## src/rtl/pfo_pkg.sv

```systemverilog
package pfo_pkg;

  typedef enum logic {
    LOAD_PAR = 1'b0,
    LOAD_SER = 1'b1
  } load_mode_e;

  function automatic logic near_empty(input int unsigned cnt, input int unsigned off);
    return cnt <= off;
  endfunction

  function automatic logic near_full(input int unsigned cnt, input int unsigned off,
                                     input int unsigned depth);
    if (cnt >= depth) return 1'b1;
    return (depth - cnt) <= off;
  endfunction

  function automatic logic over_half(input int unsigned cnt, input int unsigned depth);
    return cnt > (depth / 2);
  endfunction

endpackage

```

## src/rtl/pfo_offset_bank.sv

```systemverilog
module pfo_offset_bank
  import pfo_pkg::*;
#(
  parameter int DATA_W  = 18,
  parameter int OFF_W   = 10,
  parameter int PAR_DEF = 127,
  parameter int SER_DEF = 1023
) (
  input  logic              clk,
  input  logic              mrst_n,
  input  logic              prst_n,
  input  logic              ld_sel,
  input  logic              wr_en_n,
  input  logic              rd_en_n,
  input  logic              ser_en_n,
  input  logic              ser_in,
  input  logic [DATA_W-1:0] din,
  output logic [DATA_W-1:0] dout,
  output logic [OFF_W-1:0]  e_off,
  output logic [OFF_W-1:0]  f_off,
  output logic              ser_mode,
  output logic              par_wr_evt,
  output logic              ser_sh_evt,
  output logic              rb_evt
);

  localparam int SER_BITS = 2 * OFF_W;
  localparam int BP_W     = $clog2(SER_BITS);
  localparam logic [OFF_W-1:0] PAR_V = OFF_W'(PAR_DEF);
  localparam logic [OFF_W-1:0] SER_V = OFF_W'(SER_DEF);
  localparam logic [BP_W-1:0]  BP_LAST = BP_W'(SER_BITS - 1);

  // index 0 = empty offset, index 1 = full offset
  logic [1:0][OFF_W-1:0] off_q;
  logic [SER_BITS-1:0]   flat_nxt;
  logic [BP_W-1:0]       bpos_q;
  logic                  wr_sel_q;
  logic                  rd_sel_q;
  logic [OFF_W-1:0]      rd_val_q;
  load_mode_e            mode_q;
  logic                  active;

  assign active     = mrst_n && prst_n;
  assign ser_mode   = (mode_q == LOAD_SER);
  assign par_wr_evt = active && !ser_mode && !ld_sel && !wr_en_n;
  assign ser_sh_evt = active && ser_mode && !ser_en_n;
  assign rb_evt     = active && !ld_sel && !rd_en_n;
  assign e_off      = off_q[0];
  assign f_off      = off_q[1];

  always_comb begin
    flat_nxt         = off_q;
    flat_nxt[bpos_q] = ser_in;
  end

  always_ff @(posedge clk) begin
    if (!mrst_n) begin
      mode_q   <= load_mode_e'(ld_sel);
      off_q    <= ld_sel ? {SER_V, SER_V} : {PAR_V, PAR_V};
      wr_sel_q <= 1'b0;
      rd_sel_q <= 1'b0;
      bpos_q   <= '0;
      rd_val_q <= '0;
    end else if (!prst_n) begin
      wr_sel_q <= 1'b0;
      rd_sel_q <= 1'b0;
      bpos_q   <= '0;
    end else begin
      if (par_wr_evt) begin
        off_q[wr_sel_q] <= din[OFF_W-1:0];
        wr_sel_q        <= ~wr_sel_q;
      end
      if (ser_sh_evt) begin
        off_q  <= flat_nxt;
        bpos_q <= (bpos_q == BP_LAST) ? '0 : bpos_q + 1'b1;
      end
      if (rb_evt) begin
        rd_val_q <= off_q[rd_sel_q];
        rd_sel_q <= ~rd_sel_q;
      end
    end
  end

  generate
    if (DATA_W > OFF_W) begin : g_pad
      logic din_unused;
      assign din_unused = ^din[DATA_W-1:OFF_W];
      assign dout = {{(DATA_W-OFF_W){1'b0}}, rd_val_q};
    end else begin : g_nopad
      assign dout = rd_val_q[DATA_W-1:0];
    end
  endgenerate

endmodule

```

## src/rtl/pfo_flag_gen.sv

```systemverilog
module pfo_flag_gen
  import pfo_pkg::*;
#(
  parameter int DEPTH = 2048,
  parameter int CNT_W = 12,
  parameter int OFF_W = 10
) (
  input  logic             clk,
  input  logic             mrst_n,
  input  logic             prst_n,
  input  logic [CNT_W-1:0] fill_cnt,
  input  logic [OFF_W-1:0] e_off,
  input  logic [OFF_W-1:0] f_off,
  output logic             ae_n,
  output logic             af_n,
  output logic             hf_n
);

  logic ae_hit, af_hit, hf_hit;

  assign ae_hit = near_empty(32'(fill_cnt), 32'(e_off));
  assign af_hit = near_full(32'(fill_cnt), 32'(f_off), 32'(DEPTH));
  assign hf_hit = over_half(32'(fill_cnt), 32'(DEPTH));

  always_ff @(posedge clk) begin
    if (!mrst_n || !prst_n) begin
      ae_n <= 1'b0;
      af_n <= 1'b1;
      hf_n <= 1'b1;
    end else begin
      ae_n <= !ae_hit;
      af_n <= !af_hit;
      hf_n <= !hf_hit;
    end
  end

endmodule

```

## src/rtl/pfo_flag_offsets.sv

```systemverilog
module pfo_flag_offsets #(
  parameter int DEPTH   = 2048,
  parameter int DATA_W  = 18,
  parameter int OFF_W   = 10,
  parameter int PAR_DEF = 127,
  parameter int SER_DEF = 1023,
  localparam int CNT_W  = $clog2(DEPTH + 1)
) (
  input  logic              clk,
  input  logic              mrst_n,
  input  logic              prst_n,
  input  logic              ld_sel,
  input  logic              wr_en_n,
  input  logic              rd_en_n,
  input  logic              ser_en_n,
  input  logic              ser_in,
  input  logic [DATA_W-1:0] din,
  output logic [DATA_W-1:0] dout,
  input  logic [CNT_W-1:0]  fill_cnt,
  output logic              ae_n,
  output logic              af_n,
  output logic              hf_n
);

  logic [OFF_W-1:0] e_off;
  logic [OFF_W-1:0] f_off;
  logic             ser_mode;
  logic             par_wr_evt;
  logic             ser_sh_evt;
  logic             rb_evt;

  pfo_offset_bank #(
    .DATA_W (DATA_W),
    .OFF_W  (OFF_W),
    .PAR_DEF(PAR_DEF),
    .SER_DEF(SER_DEF)
  ) u_bank (
    .clk       (clk),
    .mrst_n    (mrst_n),
    .prst_n    (prst_n),
    .ld_sel    (ld_sel),
    .wr_en_n   (wr_en_n),
    .rd_en_n   (rd_en_n),
    .ser_en_n  (ser_en_n),
    .ser_in    (ser_in),
    .din       (din),
    .dout      (dout),
    .e_off     (e_off),
    .f_off     (f_off),
    .ser_mode  (ser_mode),
    .par_wr_evt(par_wr_evt),
    .ser_sh_evt(ser_sh_evt),
    .rb_evt    (rb_evt)
  );

  pfo_flag_gen #(
    .DEPTH(DEPTH),
    .CNT_W(CNT_W),
    .OFF_W(OFF_W)
  ) u_flags (
    .clk     (clk),
    .mrst_n  (mrst_n),
    .prst_n  (prst_n),
    .fill_cnt(fill_cnt),
    .e_off   (e_off),
    .f_off   (f_off),
    .ae_n    (ae_n),
    .af_n    (af_n),
    .hf_n    (hf_n)
  );

endmodule

```

## config.mk

```make
export PLATFORM = sky130hd
export DESIGN_NAME = pfo_flag_offsets
export DESIGN_NICKNAME = d
export VERILOG_FILES = /design/src/rtl/pfo_pkg.sv /design/src/rtl/pfo_offset_bank.sv /design/src/rtl/pfo_flag_gen.sv /design/src/rtl/pfo_flag_offsets.sv
export SDC_FILE = /design/constraint.sdc
export NUM_CORES = 1
export LEC_CHECK = 0
export ABC_AREA = 1
export BUFFER_PORTS_ARGS = -buffer_cell sky130_fd_sc_hd__buf_2
export CAP_MARGIN = 20
export CORE_MARGIN = 8
export CORE_UTILIZATION = 60
export DETAILED_ROUTE_END_ITERATION = 10
export PLACE_DENSITY_LB_ADDON = 0.3
export SYNTH_ARGS = -nofsm -noshare
export SYNTH_HDL_FRONTEND = slang
export SYNTH_SLANG_ARGS = --single-unit
```

## constraint.sdc

```tcl
create_clock -name clk -period 6.5 [get_ports clk]
set_input_delay 1.3 -clock clk [delete_from_list [all_inputs] [get_ports clk]]
set_output_delay 1.3 -clock clk [all_outputs]
set_load 0.005 [all_outputs]
```

-- After elaboration in Yosys (flattened, before gate mapping)
Cells that the tools add are included.
- bits in registers: 41
- latch bits: 0
- bits in writable memories: 0
- bits in read-only memories: 0
- input bits: 38
- output and inout bits: 21
- logic and storage cells: 67
- memories: 0
- add/sub/neg operators: 2
- multiply operators: 0
- div/mod/pow operators: 0
- order comparisons: 9
- equality and inequality tests: 3
- shift-type cells: 0
- mux-type cells: 17
- bitwise operators: 2
- reduce and logical (&&, ||, !) cells: 24
- operators with widths (kind ; number):
    two-way mux 20 bit ; 5
    bitwise mux 20 bit ; 2
    <= comparator 32 x 10 -> 1 bit ; 1
    two-way mux 10 bit ; 3
    subtractor 12 x 12 -> 13 bit, first input constant ; 1
    greater-or-equal comparator 12 bit, second input constant ; 1
    greater-than comparator 12 x 11 -> 1 bit, second input constant ; 1
    <= comparator 12 x 10 -> 1 bit ; 1
    demux 10 bit (select 1 bit) ; 1
    logical AND 1 bit ; 10
    zero test 1 bit ; 10
    < comparator 5 x 6 -> 1 bit, second input constant ; 1
    AND reduction 2 bit ; 3
    adder 5 x 1 -> 5 bit, second input constant ; 1
    demux 1 bit (select 5 bit) ; 1
    equality test 5 bit, second input constant ; 1
    greater-or-equal comparator 5 x 1 -> 1 bit, second input constant ; 1
    two-way mux 5 bit ; 1
    < comparator 1 x 2 -> 1 bit, second input constant ; 2
    two-way mux 1 bit ; 4
    inequality test 3 x 1 -> 1 bit, second input constant ; 1
    inequality test 2 x 1 -> 1 bit, second input constant ; 1
    inverter 1 bit ; 2
    greater-or-equal comparator 1 bit, second input constant ; 1
    logical OR 1 bit ; 1

-- Logic depth before layout (Yosys ltp)
Gate-level depths: netlist of run 1.
- depth in word-level cells: 9
- depth in mapped cells: 17
- depth with buffers taken out: 17

-- Cells and area by module
A second synthesis of run 1 with hierarchy kept.
- cells, all modules: 489
- area, all modules: 3325.7 um^2
- modules (own cells, without submodules) (module ; times used ; cells each ; area an instance (um^2)):
    pfo_offset_bank ; 1 ; 351 ; 2456.1
    pfo_flag_gen ; 1 ; 138 ; 869.6

-- Worst setup path after synthesis of run 1
OpenSTA, ideal clock, no wires.
- kind: input-to-reg
- start point: input fill_cnt[0]
- end point: register u_flags.af_n
- data arrival time: 2828 ps
- data required time: 6387 ps
- path slack: 3559 ps
- cell stages on the path: 17
- path buffers: 0
- path through: inv_1 ha_1 nand3_1 nor3_2 xor2_1 inv_1 ha_1 nand2_1 nor2_1 nor2_1 nand2_1 nand2_1 nand2_1 nand2_1 nand2_1 nand2_1 nand2_1
- word-level cells in the longest chain between the ends: 4
- RTL lines (item ; line ; source):
    from (decl) ; pfo_flag_offsets.sv:19 ; input logic [CNT_W-1:0] fill_cnt,
    subtractor 12 x 12 -> 13 bit / greater-or-equal comparator 12 bit (equally long branches) ; pfo_pkg.sv:15, pfo_pkg.sv:14 ;
    <= comparator 32 x 10 -> 1 bit / two-way mux 1 bit (equally long branches) ; pfo_pkg.sv:15, pfo_pkg.sv:14 ;
    two-way mux 1 bit * ; pfo_pkg.sv:15 ; return (depth - cnt) <= off;
    zero test 1 bit * ; pfo_flag_gen.sv:32 ; af_n <= !af_hit;
    to (signal assigned) ; pfo_flag_gen.sv:32 ;
    to (decl) ; pfo_flag_gen.sv:15 ; output logic af_n,
Every way passes the cells marked *; elsewhere a longest branch is shown, timed or not.
A chain may end at the register's enable or synchronous reset.

-- Final worst setup path of run 1
Ends and elaborated chain as after synthesis.

==> results.yml, run 1 <==
grt:
  grt.total_usage_pct: 21.27
  overflow: 0
  grt_pass1_wl_mm: 13.00
  antenna_found_initial: 0
  grt_start_max_net_pins: 25
  grt_pass1_vias: 2912
job:
  drv_cap: 0
logic_synthesis:
  syn_area_per_cell_um2: 7.459
  syn_inst: 413
  synth_edf_count: 21
  yosysMostFrequentCell: "nand2_1"
  synth-seq-area-share_pct: 33.47
  synth-seq-cells: 41
  synthFlopType: "edfxtp_1"
  ys_types: 42
  syn-cell-area_um2: 3080
  synthArstFlopShare_pct: 0
  yosysWarnings: 0
  synth_common_cells: "nand2_1 (73), inv_1 (52), nor2_1 (46)"
  synthTopCellsByArea: "edfxtp_1 (20%), dfxtp_1 (13%), ha_1 (10%)"
  synth_top_area_share_pct: 20.47
  synth_area_leader_cell: "edfxtp_1"
drt:
  num_vias: 2893
  drc: 0
  detail_route.vias_per_cell: 5.585
  final_antenna_net_count: 0
  drt_iter0_markers: 209
  drt_pass1_iterations: 6
  drt_wl_total_mm: 7.808
  wl_per_cell_um: 15.07
critical_path:
  cp-end-kind: "flip-flop"
  arrival_ns: 3.16
  worstSetupStartpointType: "input port"
  crit_fanout: 4
  path_class: "input port to flip-flop"
  required_ns: 6.70
clock_tree:
  cts_resized: 0
  post-cts-setup-buffer-count: 0
  clock_latency_ns: 0.30
  hold_buffers: 0
  htree_levels: 2
  numCtsBuffers: 5
  cts_tree: "yes"
  cts_sinks: 41
  cts-root-buf: "clkbuf_8"
  clock_path_buffers: 2
  clkTransAtPathRegs_ns: 0.09
final_layout:
  diodes: 0
  multiInputGateArea_um2: 1713
  drive_above_1_share_pct: 14.96
  syn_to_final_growth_pct: 10.24
  register_area_um2: 1031
  n_fill_cell: 454
  nets: 510
power:
  p_leak_nw: 1.576
  power.density_nw_per_um2: 183.2
  ir_worst_vdd_mv: 0.09688
die:
  core-area_um2: 5042
  die_area_um2: 7683
  initial_utilization_pct: 61.09
  boundaryPins: 59
  fp.dieW_um: 87.65
  die_y_um: 87.65
  num_rows: 26
outcome:
  outcome: "finished clean"
timing:
  fmax_ghz: 0.3380
  setup_tns_ns: 0
  fin_crit_sh_pct: 45.52
  final-setup-viol-count: 0
  timing.hold.ws_ns: 0.5274
  rsz0062_at_grt: "false"
  clock-skew-final_ns: 0.004232
  slew_violations: 0
  hold_viol: 0
  min_period_ns: 2.959
  worstMarginPinSlew_ns: 1.082
  relSlewSlack_pct: 27.49
placed_design:
  port_buffers: 42
  gp_congestion: 0.9598
  hpwlAfterDp_mm: 5.945
hold_path:
  worst_hold_path_type: "flip-flop to flip-flop"
[layout by cell type (no fill, tap or decap), types with 2 or more instances in the layout]
cell	n
a211oi_1	4
a211oi_2	5
a21o_1	2
a21oi_1	23
a31oi_1	13
buf_2	42
clkbuf_8	5
conb_1	8
dfxtp_1	20
edfxtp_1	21
ha_1	25
inv_1	52
nand2_1	73
nand2_4	2
nand3_1	13
nand4_1	3
nor2_1	46
nor3_1	34
nor3_2	3
nor4_1	2
o21ai_0	25
xnor2_1	2
xor2_1	7
[cells by family after synthesis]
kind of cell	share of synthesized area, %
AND/OR/NAND/NOR	26.77
flip-flops	33.47
XOR/XNOR	2.559
buffers and inverters	11.78
adder cells (fa/ha/maj)	10.15
other	0.1217
AO/OA/AOI/OAI	15.15
[worst max-delay path, cell delays in order]
cell	delay [ns]
buf_2	0.09
inv_1	0.12
ha_1	0.20
nand3_1	0.14
nor3_2	0.22
xor2_1	0.16
inv_1	0.08
ha_1	0.27
nand2_1	0.09
nor2_1	0.05
nor2_1	0.08
nand2_1	0.06
nand2_1	0.05
nand2_1	0.04
nand2_1	0.06
nand2_1	0.05
nand2_1	0.05
nand2_1	0.04
[layer usage]
metal  share of wire (%)  GRT usage [%]  vias up
li1                    -              -     1435
met1                  40          24.22     1279
met2                  48          37.19      157
met3                 9.4          4.690       22
met4                 2.3          9.219        0
met5                   0              0        -
[area by class of cell]
cell class,instances,area share (%)
repair buffers,42,6.190
well taps,70,2.579
multi-input cells,301,50.44
clock inverters,2,1.032
flip-flops and latches,41,30.36
clock buffers,6,2.763
inverters,56,6.632
[state kept, by name, indices dropped and copies added (netlist names)]
register,flops
u_flags.hf_n,1
u_flags.ae_n,1
u_bank.bpos_q,5
u_bank.rd_val_q,10
u_flags.af_n,1
u_bank.f_off,10
u_bank.ser_mode,1
u_bank.e_off,10
u_bank.rd_sel_q,1
u_bank.wr_sel_q,1
[final timing paths]
path,startpoint,to,slack (ns),cells after the start
worst min register to register,u_bank.rd_val_q[1],u_bank.rd_val_q[1],0.53,2
worst max register to register,u_bank.wr_sel_q,u_bank.e_off[3],4.44,3
worst min-delay path,u_bank.rd_val_q[1],u_bank.rd_val_q[1],0.53,2
worst max-delay path,fill_cnt[0],u_flags.af_n,3.54,18
[stage by stage]
stage	worst slack [ns]	power [mW]	util, %	cell area, um2	std cells
after floorplan	3.559	0.3620	-	3107	420
after global placement	3.220	0.3874	64.79	3267	510
after detailed placement	3.215	0.3913	64.79	3267	510
after CTS	3.530	0.6238	67.34	3396	518
after global routing	3.275	0.6486	67.34	3396	518
final	3.541	0.6221	67.34	3396	518
[report_power, final]
| part | switching (mW) | internal, mW | leakage [nW] |
|---|---|---|---|
| registers | 0.00779 | 0.284 | 0.346 |
| clock network | 0.0986 | 0.137 | 0.0663 |
| logic | 0.0596 | 0.0347 | 1.16 |
Power figures use the tool's default switching activity.
==> run 2: changes to the inputs <==
--- a/config.mk
+++ b/config.mk
@@ -9,7 +9,7 @@
 export BUFFER_PORTS_ARGS = -buffer_cell sky130_fd_sc_hd__buf_2
 export CAP_MARGIN = 20
 export CORE_MARGIN = 8
-export CORE_UTILIZATION = 60
+export CORE_UTILIZATION = 51
 export DETAILED_ROUTE_END_ITERATION = 10
 export PLACE_DENSITY_LB_ADDON = 0.3
 export SYNTH_ARGS = -nofsm -noshare
==> constraint.sdc (replaced) <==
create_clock -name clk -period 2.65 [get_ports clk]
set_input_delay 0.53 -clock clk [delete_from_list [all_inputs] [get_ports clk]]
set_output_delay 0.53 -clock clk [all_outputs]
set_load 0.005 [all_outputs]
==> results.yml, run 2 (synthesized netlist as in run 1, its figures left out) <==
outcome:
  outcome: "finished clean"
clock_tree:
  post-cts-setup-buffer-count: 0
  cts_resized: 0
  clock_path_buffers: 2
  cts_sinks: 41
  clkTransAtPathRegs_ns: 0.09
  clock_latency_ns: 0.30
  cts_tree: "yes"
  numCtsBuffers: 5
  cts-root-buf: "clkbuf_8"
  hold_buffers: 0
  htree_levels: 2
final_layout:
  syn_to_final_growth_pct: 11.09
  diodes: 0
  mostFrequentLayoutCell: "nand2_1"
  drive_above_1_share_pct: 15.71
  final_area_um2: 3422
  n_fill_cell: 572
  nets: 514
  final_cell_mix: "nand2_1 (73), inv_1 (52), nor2_1 (46), buf_2 (42), nor3_1 (34)"
die:
  fp.dieW_um: 93.72
  core-area_um2: 5886
  initial_utilization_pct: 52.34
  die_area_um2: 8783
  die_y_um: 93.72
  boundaryPins: 59
  num_rows: 28
timing:
  worstMarginPinSlew_ns: 0.4877
  final-setup-viol-count: 0
  fin_crit_sh_pct: 83.21
  hold_viol: 0
  rsz0062_at_grt: "false"
  clock-skew-final_ns: 0.006463
  relSlewSlack_pct: 67.19
  fmax_ghz: 0.4535
  slew_violations: 0
  min_period_ns: 2.205
  setup_tns_ns: 0
critical_path:
  cp_slowest_cell: "ha_1"
  path_class: "input port to flip-flop"
  arrival_ns: 2.45
  cp-end-kind: "flip-flop"
  crit_fanout: 4
  required_ns: 2.89
  slowest_delay_ns: 0.26
  crit_top_cell: "nand2_1"
  cp_cell_sequence: "buf_2, inv_1, ha_1, nand3_1, nor3_2, xor2_1, inv_1, ha_1, nand2_1, nor2_1, nand2_1, nand2_1, nand2_1, nand2_1, nand2_1, nand2_1, nand2_1, nand2_1"
  worstSetupStartpointType: "input port"
drt:
  num_vias: 2862
  wl_per_cell_um: 14.63
  drt_wl_total_mm: 7.709
  drt_iter0_markers: 226
  final_antenna_net_count: 0
  detail_route.vias_per_cell: 5.431
  drt_pass1_iterations: 5
  drc: 0
grt:
  grt_util_met1_pct: 23.48
  grt_start_max_net_pins: 25
  grt.total_usage_pct: 18.27
  grt_pass1_wl_mm: 13.01
  grt-busiest-layer: "met2"
  grt_pass1_vias: 2728
  overflow: 0
  grtUsageMet3_pct: 3.197
  antenna_found_initial: 0
  grt_util_met2_pct: 29.99
hold_path:
  worst_hold_path_type: "input port to flip-flop"
placed_design:
  hpwlAfterDp_mm: 6.078
  gp_congestion: 0.9380
  port_buffers: 42
  dpl_cell_area_um2: 3303
power:
  p_leak_nw: 1.591
  power.density_nw_per_um2: 436.1
  ir_worst_vdd_mv: 0.2451
job:
  drv_cap: 0
## run 2: changes by cell type in the layout (fill, tap and decap cells not counted)
cell / previous run / this run
clkinv_2: 1 / 0
clkbuf_16: 1 / 0
buf_4: 0 / 4
clkbuf_8: 5 / 6
inv_4: 1 / 2
## run 2: path summary, 6_finish.rpt
kind | startpoint | end | slack [ns] | depth (start not counted)
max | fill_cnt[0] | u_flags.af_n | 0.44 | 18
min | ld_sel | u_bank.ser_mode | 0.48 | 1
max reg2reg | u_bank.ser_mode | u_bank.f_off[5] | 0.87 | 9
min reg2reg | u_bank.rd_val_q[1] | u_bank.rd_val_q[1] | 0.53 | 2
## run 2: stage by stage
| step | power (mW) | hold WS [ns] | worst slack (ns) | util [%] | cells |
|---|---|---|---|---|---|
| 5_1_grt | 1.568 | 0.4734 | 0.1584 | 58.14 | 527 |
| 3_3_place_gp | 0.9546 | 0.5172 | 0.1839 | 56.12 | 519 |
| 6_report | 1.492 | 0.4787 | 0.4448 | 58.14 | 527 |
| 2_1_floorplan | 0.8880 | 0.5026 | 0.4793 | - | 420 |
| 3_5_place_dp | 0.9620 | 0.5146 | 0.1499 | 56.12 | 519 |
| 4_1_cts | 1.501 | 0.4705 | 0.4441 | 58.14 | 527 |
## run 2: report_power, final
group	total, mW	switching, mW	leakage [nW]	internal, mW
logic	0.233	0.146	1.18	0.0875
clock network	0.544	0.236	0.0617	0.307
registers	0.716	0.0192	0.346	0.696
## run 2: cell type report
type	count	area, um2	share of cell area (%)
multi-input cells	301	1713	50.05
flip-flops and latches	41	1031	30.13
repair buffers	46	240.2	7.020
inverters	56	225.2	6.581
well taps	75	93.84	2.742
clock buffers	6	82.58	2.413
clock inverters	2	36.28	1.060
## run 2: metal layers
layer | vias up | part of all wire (%)
met5 | - | 0
met4 | 0 | 1.2
met3 | 10 | 6.3
met2 | 93 | 48
met1 | 1312 | 44
li1 | 1447 | -
## run 2: critical path, delay by kind of cell
family	cells	cell delay, ns
xor gates and xnor gates	1	0.18
adders and majority gates	2	0.47
buffers and inverters	3	0.26
and+or+nand+nor	12	1.00
